File: src/rtl/usb_pwr_pkg.sv
package usb_pwr_pkg;
  localparam int REG_W    = 8;
  localparam int BIT_EN   = 0;
  localparam int BIT_SUSP = 1;
  localparam int BIT_RES  = 2;
  localparam int BIT_RST  = 3;
  localparam int BIT_ISO  = 7;
endpackage

File: src/rtl/usb_idle_timer.sv
module usb_idle_timer #(
  parameter int IDLE_TICKS = 3000
) (
  input  logic clk,
  input  logic rst_n,
  input  logic clr_all,
  input  logic en,
  input  logic bus_idle,
  input  logic bus_reset,
  input  logic hold,
  input  logic tick,
  output logic done
);
  localparam int CW = $clog2(IDLE_TICKS + 1);
  localparam logic [CW-1:0] LAST = CW'(IDLE_TICKS - 1);

  logic [CW-1:0] cnt_q, cnt_n;

  always_comb begin
    cnt_n = cnt_q;
    done  = 1'b0;
    if (clr_all || !en) begin
      cnt_n = '0;
    end else if (bus_reset) begin
      cnt_n = cnt_q;
    end else if (!bus_idle) begin
      cnt_n = '0;
    end else if (tick && !hold) begin
      if (cnt_q == LAST) begin
        cnt_n = '0;
        done  = 1'b1;
      end else begin
        cnt_n = cnt_q + CW'(1);
      end
    end
  end

  always_ff @(posedge clk or negedge rst_n) begin
    if (!rst_n) cnt_q <= '0;
    else        cnt_q <= cnt_n;
  end

  assert_cnt_bound_R4: assert property (@(posedge clk) disable iff (!rst_n)
    cnt_q <= LAST);
  assert_restart_R5: assert property (@(posedge clk) disable iff (!rst_n)
    (en && !bus_reset && !bus_idle) |=> (cnt_q == '0));
  assert_hold_R6: assert property (@(posedge clk) disable iff (!rst_n)
    (en && bus_reset && !clr_all) |=> $stable(cnt_q));
  assert_discard_R7: assert property (@(posedge clk) disable iff (!rst_n)
    (!en || clr_all) |=> (cnt_q == '0));
endmodule

File: src/rtl/usb_pwr_regs.sv
module usb_pwr_regs
  import usb_pwr_pkg::*;
(
  input  logic             clk,
  input  logic             rst_n,
  input  logic             power_down,
  input  logic             wr_en,
  input  logic [REG_W-1:0] wr_data,
  input  logic             irq_read,
  input  logic             bus_reset,
  input  logic             idle_done,
  output logic             en_q,
  output logic             susp_q,
  output logic [REG_W-1:0] rd_data
);
  logic iso_q, res_q, rst_q;
  logic iso_n, res_n, en_n, susp_n, rst_n_val, susp_clr;

  always_comb begin
    iso_n     = iso_q;
    res_n     = res_q;
    en_n      = en_q;
    if (wr_en) begin
      iso_n = wr_data[BIT_ISO];
      res_n = wr_data[BIT_RES];
      en_n  = wr_data[BIT_EN];
    end
    susp_clr  = irq_read || res_n || !en_n;
    susp_n    = susp_clr ? 1'b0 : (susp_q || idle_done);
    rst_n_val = bus_reset;
    if (power_down) begin
      iso_n     = 1'b0;
      res_n     = 1'b0;
      en_n      = 1'b0;
      susp_n    = 1'b0;
      rst_n_val = 1'b0;
    end
  end

  always_ff @(posedge clk or negedge rst_n) begin
    if (!rst_n) begin
      iso_q  <= 1'b0;
      res_q  <= 1'b0;
      en_q   <= 1'b0;
      susp_q <= 1'b0;
      rst_q  <= 1'b0;
    end else begin
      iso_q  <= iso_n;
      res_q  <= res_n;
      en_q   <= en_n;
      susp_q <= susp_n;
      rst_q  <= rst_n_val;
    end
  end

  always_comb begin
    rd_data           = '0;
    rd_data[BIT_EN]   = en_q;
    rd_data[BIT_SUSP] = susp_q;
    rd_data[BIT_RES]  = res_q;
    rd_data[BIT_RST]  = rst_q;
    rd_data[BIT_ISO]  = iso_q;
  end

  assert_rd_clear_R8: assert property (@(posedge clk) disable iff (!rst_n)
    irq_read |=> !susp_q);
  assert_set_src_R4: assert property (@(posedge clk) disable iff (!rst_n)
    $rose(susp_q) |-> $past(idle_done));
  assert_resume_excl_R9: assert property (@(posedge clk) disable iff (!rst_n)
    res_q |-> !susp_q);
  assert_pdn_R10: assert property (@(posedge clk) disable iff (!rst_n)
    power_down |=> (rd_data == '0));
endmodule

File: src/rtl/usb_pwr_ctl.sv
module usb_pwr_ctl
  import usb_pwr_pkg::*;
#(
  parameter int IDLE_US = 3000,
  parameter int TICK_US = 1
) (
  input  logic             clk,
  input  logic             rst_n,
  input  logic             tick,
  input  logic             bus_idle,
  input  logic             bus_reset,
  input  logic             power_down,
  input  logic             wr_en,
  input  logic [REG_W-1:0] wr_data,
  input  logic             irq_read,
  output logic [REG_W-1:0] read_data,
  output logic             resume_drive,
  output logic             suspended
);
  localparam int IDLE_TICKS = (IDLE_US / TICK_US) < 1 ? 1 : (IDLE_US / TICK_US);

  logic en_q, susp_q, idle_done;

  usb_idle_timer #(.IDLE_TICKS(IDLE_TICKS)) u_timer (
    .clk       (clk),
    .rst_n     (rst_n),
    .clr_all   (power_down),
    .en        (en_q),
    .bus_idle  (bus_idle),
    .bus_reset (bus_reset),
    .hold      (susp_q),
    .tick      (tick),
    .done      (idle_done)
  );

  usb_pwr_regs u_regs (
    .clk        (clk),
    .rst_n      (rst_n),
    .power_down (power_down),
    .wr_en      (wr_en),
    .wr_data    (wr_data),
    .irq_read   (irq_read),
    .bus_reset  (bus_reset),
    .idle_done  (idle_done),
    .en_q       (en_q),
    .susp_q     (susp_q),
    .rd_data    (read_data)
  );

  assign resume_drive = read_data[BIT_RES];
  assign suspended    = susp_q;

  assert_rst_track_R3: assert property (@(posedge clk) disable iff (!rst_n)
    (!power_down) |=> (read_data[BIT_RST] == $past(bus_reset)));
endmodule

File: config.mk
export PLATFORM = sky130hd
export DESIGN_NAME = usb_pwr_ctl
export DESIGN_NICKNAME = d
export VERILOG_FILES = /design/src/rtl/usb_pwr_pkg.sv /design/src/rtl/usb_idle_timer.sv /design/src/rtl/usb_pwr_regs.sv /design/src/rtl/usb_pwr_ctl.sv
export SDC_FILE = /design/constraint.sdc
export NUM_CORES = 1
export LEC_CHECK = 0
export BUFFER_PORTS_ARGS = -buffer_cell sky130_fd_sc_hd__buf_2
export CAP_MARGIN = 20
export CORE_MARGIN = 10
export CORE_UTILIZATION = 30
export DETAILED_ROUTE_END_ITERATION = 7
export MAX_ROUTING_LAYER = met4
export PLACE_DENSITY = 0.49
export SLEW_MARGIN = 30
export SYNTH_ARGS = -nofsm -noshare
export SYNTH_HDL_FRONTEND = slang
export SYNTH_SLANG_ARGS = --single-unit
File: constraint.sdc
create_clock -name clk -period 4 [get_ports clk]
set_input_delay 0.8 -clock clk [delete_from_list [all_inputs] [get_ports clk]]
set_output_delay 0.8 -clock clk [all_outputs]
set_load 0.05 [all_outputs]
# Word-level counts from Yosys, hierarchy flattened
# Index checks and enable logic that the tools add are counted.
# totals
register_bits,17
latch_bits,0
ram_bits,0
romBits,0
inputBits,16
out_inout_bits,10
wordCells,39
memories,0
# classes
addsub,1
n_mul,0
div,0
magnitude_cmp,0
eq_ne,3
shifts,0
mux,19
bitwise,0
n_reduce_logical,10
# op_table
operator,count
12-bit 2-to-1 mux,5
1-bit 2-to-1 mux,14
"12-bit by 1-bit adder with 12-bit output, second input constant",1
"12-bit == test, second input constant",1
1-bit logical OR,4
1-bit zero test,3
"3-bit by 1-bit inequality test with 1-bit output, second input constant",1
"2-bit by 1-bit inequality test with 1-bit output, second input constant",1
2-bit AND reduction,1
2-bit nonzero test,1
1-bit logical AND,1

# Depth between registers and ports, before layout
# Gate-level depths: netlist of the first run.
# depth
ltp_word,9
ltp_mapped,7

# Cells and area by module
# Synthesis of the first run repeated with hierarchy kept, for this count alone.
# hier_totals
hier_cells,105
hier_area_um2,1013.5
# modules_own_cells
module,n_inst,cells_each,area_per_inst_um2,seq_area_each_um2
usb_idle_timer,1,81,742.0,300.3
usb_pwr_regs,1,23,264.0,125.1
usb_pwr_ctl,1,1,7.5,0.0

# Worst setup path after synthesis of the first run
# No wires, ideal clock.
# synth_path
kind,input port to flip-flop
from,input port bus_reset
to,register u_timer.cnt_q[11]
arrival_time_ns,1.824
slack_ns,2.066
stages,4
n_path_buf,0
cell_sequence,nor3b_1 -> and2_0 -> nand2_1 -> o41ai_1
# synth_between
elab_chain_len,2
# synth_rtl
item,line,rtl
from (decl),usb_pwr_ctl.sv:11,"input logic bus_reset,"
2-bit by 1-bit inequality test with 1-bit output (no line),-,
2-bit AND reduction (no line),-,
to (signal assigned),usb_idle_timer.sv:40,else cnt_q <= cnt_n;
to (decl),usb_idle_timer.sv:17,"logic [CW-1:0] cnt_q, cnt_n;"
# Every way passes these cells.
# A chain may end at the register's enable or synchronous reset.

# Worst setup path after layout of the first run
# layout_path
from,input port power_down
to,register u_timer.cnt_q[11]
# layout_between
elab_chain_len,3
word_cells_on_any_way,5
cone_classes,2 x eq/ne; 1 x mux; 2 x reduce/logical
# layout_rtl
item,line,rtl
from (decl),usb_pwr_ctl.sv:12,"input logic power_down,"
1-bit logical OR *,usb_idle_timer.sv:22,if (clr_all || !en) begin
3-bit by 1-bit inequality test with 1-bit output (no line) / 2-bit by 1-bit inequality test with 1-bit output (equally long branches),-,
2-bit AND reduction (no line),-,
# Every way passes the cells marked *; elsewhere a longest branch is shown, timed or not.

==> summary.txt, run 1 <==
Status -> finished clean
CP top delay family -> simple AND/OR/NAND/NOR gates
Met1 Usage GRT -> 0.111
Initial DRC Count -> 36
Post-synth cell types -> 39
Setup CP Type -> in -> reg
Met2 usage -> 0.110
Total count of max-transition violations in the final report -> 0
Crit path launch -> power_down
Layout cells sized above 1 -> 0.207
Largest net degree at the start of global routing -> 18
# DRC -> 0
Post-Place Cells -> 163
FF+latch count, synth -> 17
H-tree depth -> 1
R2R cell count -> 4
Crit path DAT -> 2.42 ns
Total CTS buffers -> 3
CP endpoint -> u_timer.cnt_q[11]
Slowest-stage cell, CP -> and3b_1
Clock slew at reported path FFs -> 0.11 ns
MaxCap Viol Count -> 0
CP startpoint kind -> primary input
Clock buffer depth -> 2
Peak Freq -> 448 MHz
Met3 GRT Util -> 0.0353
Busiest grt layer -> met1
Core Area -> 3310 um^2
Post-Route WL -> 2450 um
Warnings from Yosys -> 0
Clock Skews -> 0.00529 ns
Setup repair after global routing missed its margin -> no
DR vias -> 852
Area growth from synthesis to layout -> 8.43%
Seq/Total Area, Yosys -> 0.416
DIE AREA -> 6150 um^2
R2R Setup Slk -> 2.01 ns
Crit. End Element -> flop
Initial antenna violation count -> 0
Post-layout net count -> 139
Capture point of the worst reg-to-reg path -> u_timer.cnt_q[11]
Critical path depth -> 5
Setup repair bufs after CTS -> 0
Die W -> 78.4 um
Post-synth ARST share -> 1.00
Fin crit share -> 0.557
Cells after Synth -> 111
Chip height -> 78.4 um
Final setup fails -> 0
Final ANT Viol Nets -> 0
CTS tree -> yes
Post-DP HPWL -> 1750 um
Root Driver -> clkbuf_4
Worst path max stage delay -> 0.50 ns
Global-route wire length before repair -> 4060 um
Initial Utilization -> 0.309
Post-synth EDFFs -> 0
GRT Overall Usage -> 0.0813
Cts hold-fix bufs -> 0
Pre-CTS setup slack -> 1.46 ns
CTS resizes -> 0
Drt first pass iters -> 4
Clock sink total -> 17
Min cycle time layout -> 2.23 ns
Fin worst setup slack -> 1.77 ns
Via-per-instance ratio -> 5.10
IO Port Bufs -> 17
Vias in the first global route -> 787
ANT cells -> 0
Fill cells -> 379
Row cnt -> 21
Final Non-Filler Cells -> 167
Setup TNS -> 0 ns
Total gr overflow -> 0
Post-DR wirelength/cell -> 14.6 um
Reg2reg start -> u_regs.en_q
Min-Delay Path Class -> in -> async
Final hold violation count -> 0
Pwr dens -> 282 nW/um^2
Ordered cell list for the critical path -> buf_2 -> and3b_1 -> and2_0 -> nand2_1 -> o41ai_1
Crit-path max FO -> 11
Buf+Inv Stages, Crit Path -> 1
Worst vdd ir -> 0.225 mV
Pleak -> 0.506 nW
Clock Latency Late Sink -> 0.30 ns
Worst Path Required -> 4.19 ns
Avg Inst Size Synth -> 9.22 um^2
Commonest cells after routing, fill and taps aside -> 17 x buf_2, 17 x dfrtp_1, 9 x nand2_1, 8 x a31oi_1, 7 x nand4_1
GPL Wtd Cong -> 0.785
Main synth FF type -> dfrtp_1
Synthesized area -> 1020 um^2
# IOs -> 26
[cell families after synthesis]
| group | after synthesis | share of synthesized area |
|---|---|---|
| multiplexers | 4 | 0.0403 |
| adder cells (fa/ha/maj) | 1 | 0.0122 |
| AO/OA/AOI/OAI | 20 | 0.131 |
| AND/OR/NAND/NOR | 50 | 0.286 |
| flip-flops | 17 | 0.416 |
| buffers and inverters | 18 | 0.111 |
| other | 1 | 0.00366 |
[power by group]
| group | internal (W) | switching, W |
|---|---|---|
| registers | 0.000174 | 0.00000158 |
| logic | 0.0000106 | 0.0000303 |
| clock network | 0.0000373 | 0.0000594 |
[through the flow]
stage | total power [W] | utilization | hold slack [ns] | cell area [um^2]
finish | 0.000313 | 0.335 | 0.402 | 1110
global route | 0.000328 | 0.335 | 0.422 | 1110
CTS | 0.000318 | 0.335 | 0.407 | 1110
detailed placement | 0.000220 | 0.327 | 0.516 | 1080
global placement | 0.000220 | 0.327 | 0.505 | 1080
floorplan | 0.000210 | - | 0.479 | 1030
[per-layer routing]
metal,vias up,share of wire
met5,-,0
met4,0,0.0057
met3,2,0.074
met2,23,0.39
met1,406,0.53
li1,421,-
[synth_stat cells (2+ instances only)]
cell type   n  share of area
and4_1      2          0.017
and3_1      3          0.018
or3_1       2          0.012
nand2_1     9          0.033
buf_6       2          0.022
mux2i_1     3          0.029
o21ai_1     2         0.0098
dfrtp_1    17           0.42
a31oi_1     8          0.049
clkbuf_1    2         0.0073
nand3_1     6          0.029
o21ai_0     3          0.015
nand3b_1    3          0.022
inv_1       4          0.015
nor2_1      5          0.018
buf_4       8          0.059
nor2b_1     2          0.012
nor4_1      2          0.012
a21oi_1     2         0.0098
nand4_1     7          0.043
[sequential cells by signal, summed over array words and instances (netlist names)]
signal / flops
u_regs.en_q: 1
u_regs.iso_q: 1
u_regs.res_q: 1
u_regs.rst_q: 1
u_regs.susp_q: 1
u_timer.cnt_q: 12
[worst min-delay path by stage]
| stage | slack, ns | end | startpoint |
|---|---|---|---|
| 3_3_place_gp | 0.51 | u_regs.iso_q | u_regs.iso_q |
| 2_1_floorplan | 0.48 | u_timer.cnt_q[3] | u_timer.cnt_q[3] |
| 4_1_cts | 0.41 | u_regs.iso_q | rst_n |
| 5_1_grt | 0.42 | u_regs.iso_q | rst_n |
| 3_5_place_dp | 0.52 | u_timer.cnt_q[0] | u_timer.cnt_q[0] |
| 6_report | 0.40 | u_regs.iso_q | rst_n |
[worst register-to-register path, delay by kind of cell, from the launching register on]
kind            cells  cell delay, ns
simple gates        3            1.08
flops               1            0.43
compound gates      1            0.37
[cell type report]
class,count,area [um^2],area share
clock inverter,1,5.00,0.00451
inverter,4,15.0,0.0135
timing repair buffer,18,92.6,0.0834
tap,46,57.6,0.0519
multi-input combinational,78,492,0.443
sequential,17,425,0.383
clock buffer,3,22.5,0.0203
No activity file was read; power rests on OpenSTA's default activity.
==> inputs of run 2 (changes only) <==
--- a/config.mk
+++ b/config.mk
@@ -11,7 +11,7 @@
 export CORE_UTILIZATION = 30
 export DETAILED_ROUTE_END_ITERATION = 7
 export MAX_ROUTING_LAYER = met4
-export PLACE_DENSITY = 0.49
+export PLACE_DENSITY = 0.51
 export SLEW_MARGIN = 30
 export SYNTH_ARGS = -nofsm -noshare
 export SYNTH_HDL_FRONTEND = slang
==> constraint.sdc (replaced) <==
create_clock -name clk -period 1.84 [get_ports clk]
set_input_delay 0.368 -clock clk [delete_from_list [all_inputs] [get_ports clk]]
set_output_delay 0.368 -clock clk [all_outputs]
set_load 0.05 [all_outputs]
==> summary.txt, run 2 (synthesis gave the netlist of run 1 again) <==
Status -> finished clean
GRT Overall Usage -> 0.0924
Layout cells sized above 1 -> 0.288
Slew @ Worst Pin -> 0.539 ns
# DRC -> 0
Pwr dens -> 565 nW/um^2
Clock Skews -> 0.0130 ns
Post-DR wirelength/cell -> 15.0 um
Crit. End Element -> flop
Initial DRC Count -> 64
Min-Delay Path Class -> in -> reg
DIE AREA -> 6150 um^2
Drt first pass iters -> 4
Final hold violation count -> 0
Min cycle time layout -> 1.82 ns
CP top delay family -> simple AND/OR/NAND/NOR gates
Vias in the first global route -> 943
Largest net degree at the start of global routing -> 18
Clock slew at reported path FFs -> 0.11 ns
Post-DP HPWL -> 1890 um
Total count of max-transition violations in the final report -> 0
Setup CP Type -> reg -> reg
Global-route wire length before repair -> 4670 um
MaxCap Viol Count -> 0
Design area -> 1220 um^2
Core Area -> 3310 um^2
Clock sink total -> 17
Clock buffer depth -> 2
Post-Route WL -> 2670 um
Peak Freq -> 550 MHz
# IOs -> 26
Post-layout net count -> 150
H-tree depth -> 1
Pleak -> 0.567 nW
Row cnt -> 21
Clock Latency Late Sink -> 0.31 ns
CP startpoint kind -> flop
Chip height -> 78.4 um
Total CTS buffers -> 3
GPL Wtd Cong -> 0.764
Worst relative slew slack -> 0.638
IO Port Bufs -> 17
Worst vdd ir -> 0.343 mV
Via-per-instance ratio -> 5.22
DR vias -> 930
Crit-path max FO -> 9
Worst path max stage delay -> 0.62 ns
Initial antenna violation count -> 0
Setup repair after global routing missed its margin -> yes
R2R Setup Slk -> 0.02 ns
Final ANT Viol Nets -> 0
Fin crit share -> 0.987
Root Driver -> clkbuf_4
Buf+Inv Stages, Crit Path -> 1
Largest Register -> u_timer.cnt_q
Commonest cells after routing, fill and taps aside -> 17 x buf_2, 17 x dfrtp_1, 10 x buf_4, 9 x nand2_1
Total gr overflow -> 0
Utilization after layout -> 0.369
Ordered cell list for the critical path -> ha_2 -> nand4_1 -> or4_4 -> buf_12 -> a31oi_2 -> a31oi_1
Final setup fails -> 0
CTS tree -> yes
Placed cell area -> 1130 um^2
Area growth from synthesis to layout -> 19.3%
Die W -> 78.4 um
ANT cells -> 0
Slowest-stage cell, CP -> or4_4
Initial Utilization -> 0.309
Worst Path Required -> 2.03 ns
Max reg flops -> 12
Crit path DAT -> 2.01 ns
[run 2: cell count changes in the layout (fill, tap and decap cells not counted), sizes merged]
cell,change
buf,+10
dlygate4sd3,+1
[run 2: power breakdown]
part / switching [W] / internal, W
Sequential: 0.00000312 / 0.000378
Clock: 0.000131 / 0.0000811
Combinational: 0.0000674 / 0.0000282
Total: 0.000202 / 0.000488
[run 2: metrics by stage]
stage | TNS (ns) | std cells | setup slack [ns] | power, W | hold WS, ns
after floorplan | 0 | 113 | 0.0717 | 0.000457 | 0.0724
after global placement | 0 | 169 | 0.0965 | 0.000481 | 0.318
after detailed placement | 0 | 169 | 0.0766 | 0.000483 | 0.324
after CTS | 0 | 174 | 0.0443 | 0.000698 | 0.291
after global routing | -0.215 | 178 | -0.0508 | 0.000724 | 0.296
final | 0 | 178 | 0.0234 | 0.000690 | 0.295
[run 2: what timing repair did]
action	CTS	global route
setup buffers	0	4
hold endpoints to repair	17	0
endpoints found under the setup margin	0	5
gates resized for setup	0	3
hold buffers	1	0
[run 2: worst paths after layout]
path / from / to / cells past startpoint
max in group asynchronous: rst_n / u_timer.cnt_q[11] / 2
min in group asynchronous: rst_n / u_regs.en_q / 2
min reg2reg: u_timer.cnt_q[11] / u_timer.cnt_q[11] / 1
max reg2reg: u_timer.cnt_q[0] / u_timer.cnt_q[4] / 6
min: irq_read / u_regs.susp_q / 3
max: u_timer.cnt_q[0] / u_timer.cnt_q[4] / 6
[run 2: final cells by class]
class	instances	area [um^2]
timing repair buffer	29	190
sequential	17	425
fill	362	2090
inverter	4	15.0
multi-input combinational	78	505
tap	46	57.6
clock buffer	3	22.5
clock inverter	1	5.00
[run 2: worst reg2reg max path: cells and delay by family, from the launching register on]
| kind | cells | cell delay, ns |
|---|---|---|
| AOI/OAI and AO/OA | 2 | 0.20 |
| adders and majority gates | 1 | 0.22 |
| buffers and inverters | 1 | 0.18 |
| DFF | 1 | 0.40 |
| and+or+nand+nor | 2 | 0.71 |
[run 2: per-layer routing]
layer  vias up  GRT usage  routed length (um)  part of all wire
met5         -          -                   0                 0
met2        35      0.139                1160              0.43
met1       449      0.117                1260              0.47
met3         4     0.0342                 233             0.087
met4         0     0.0161                  19            0.0071
li1        442          -                   -                 -
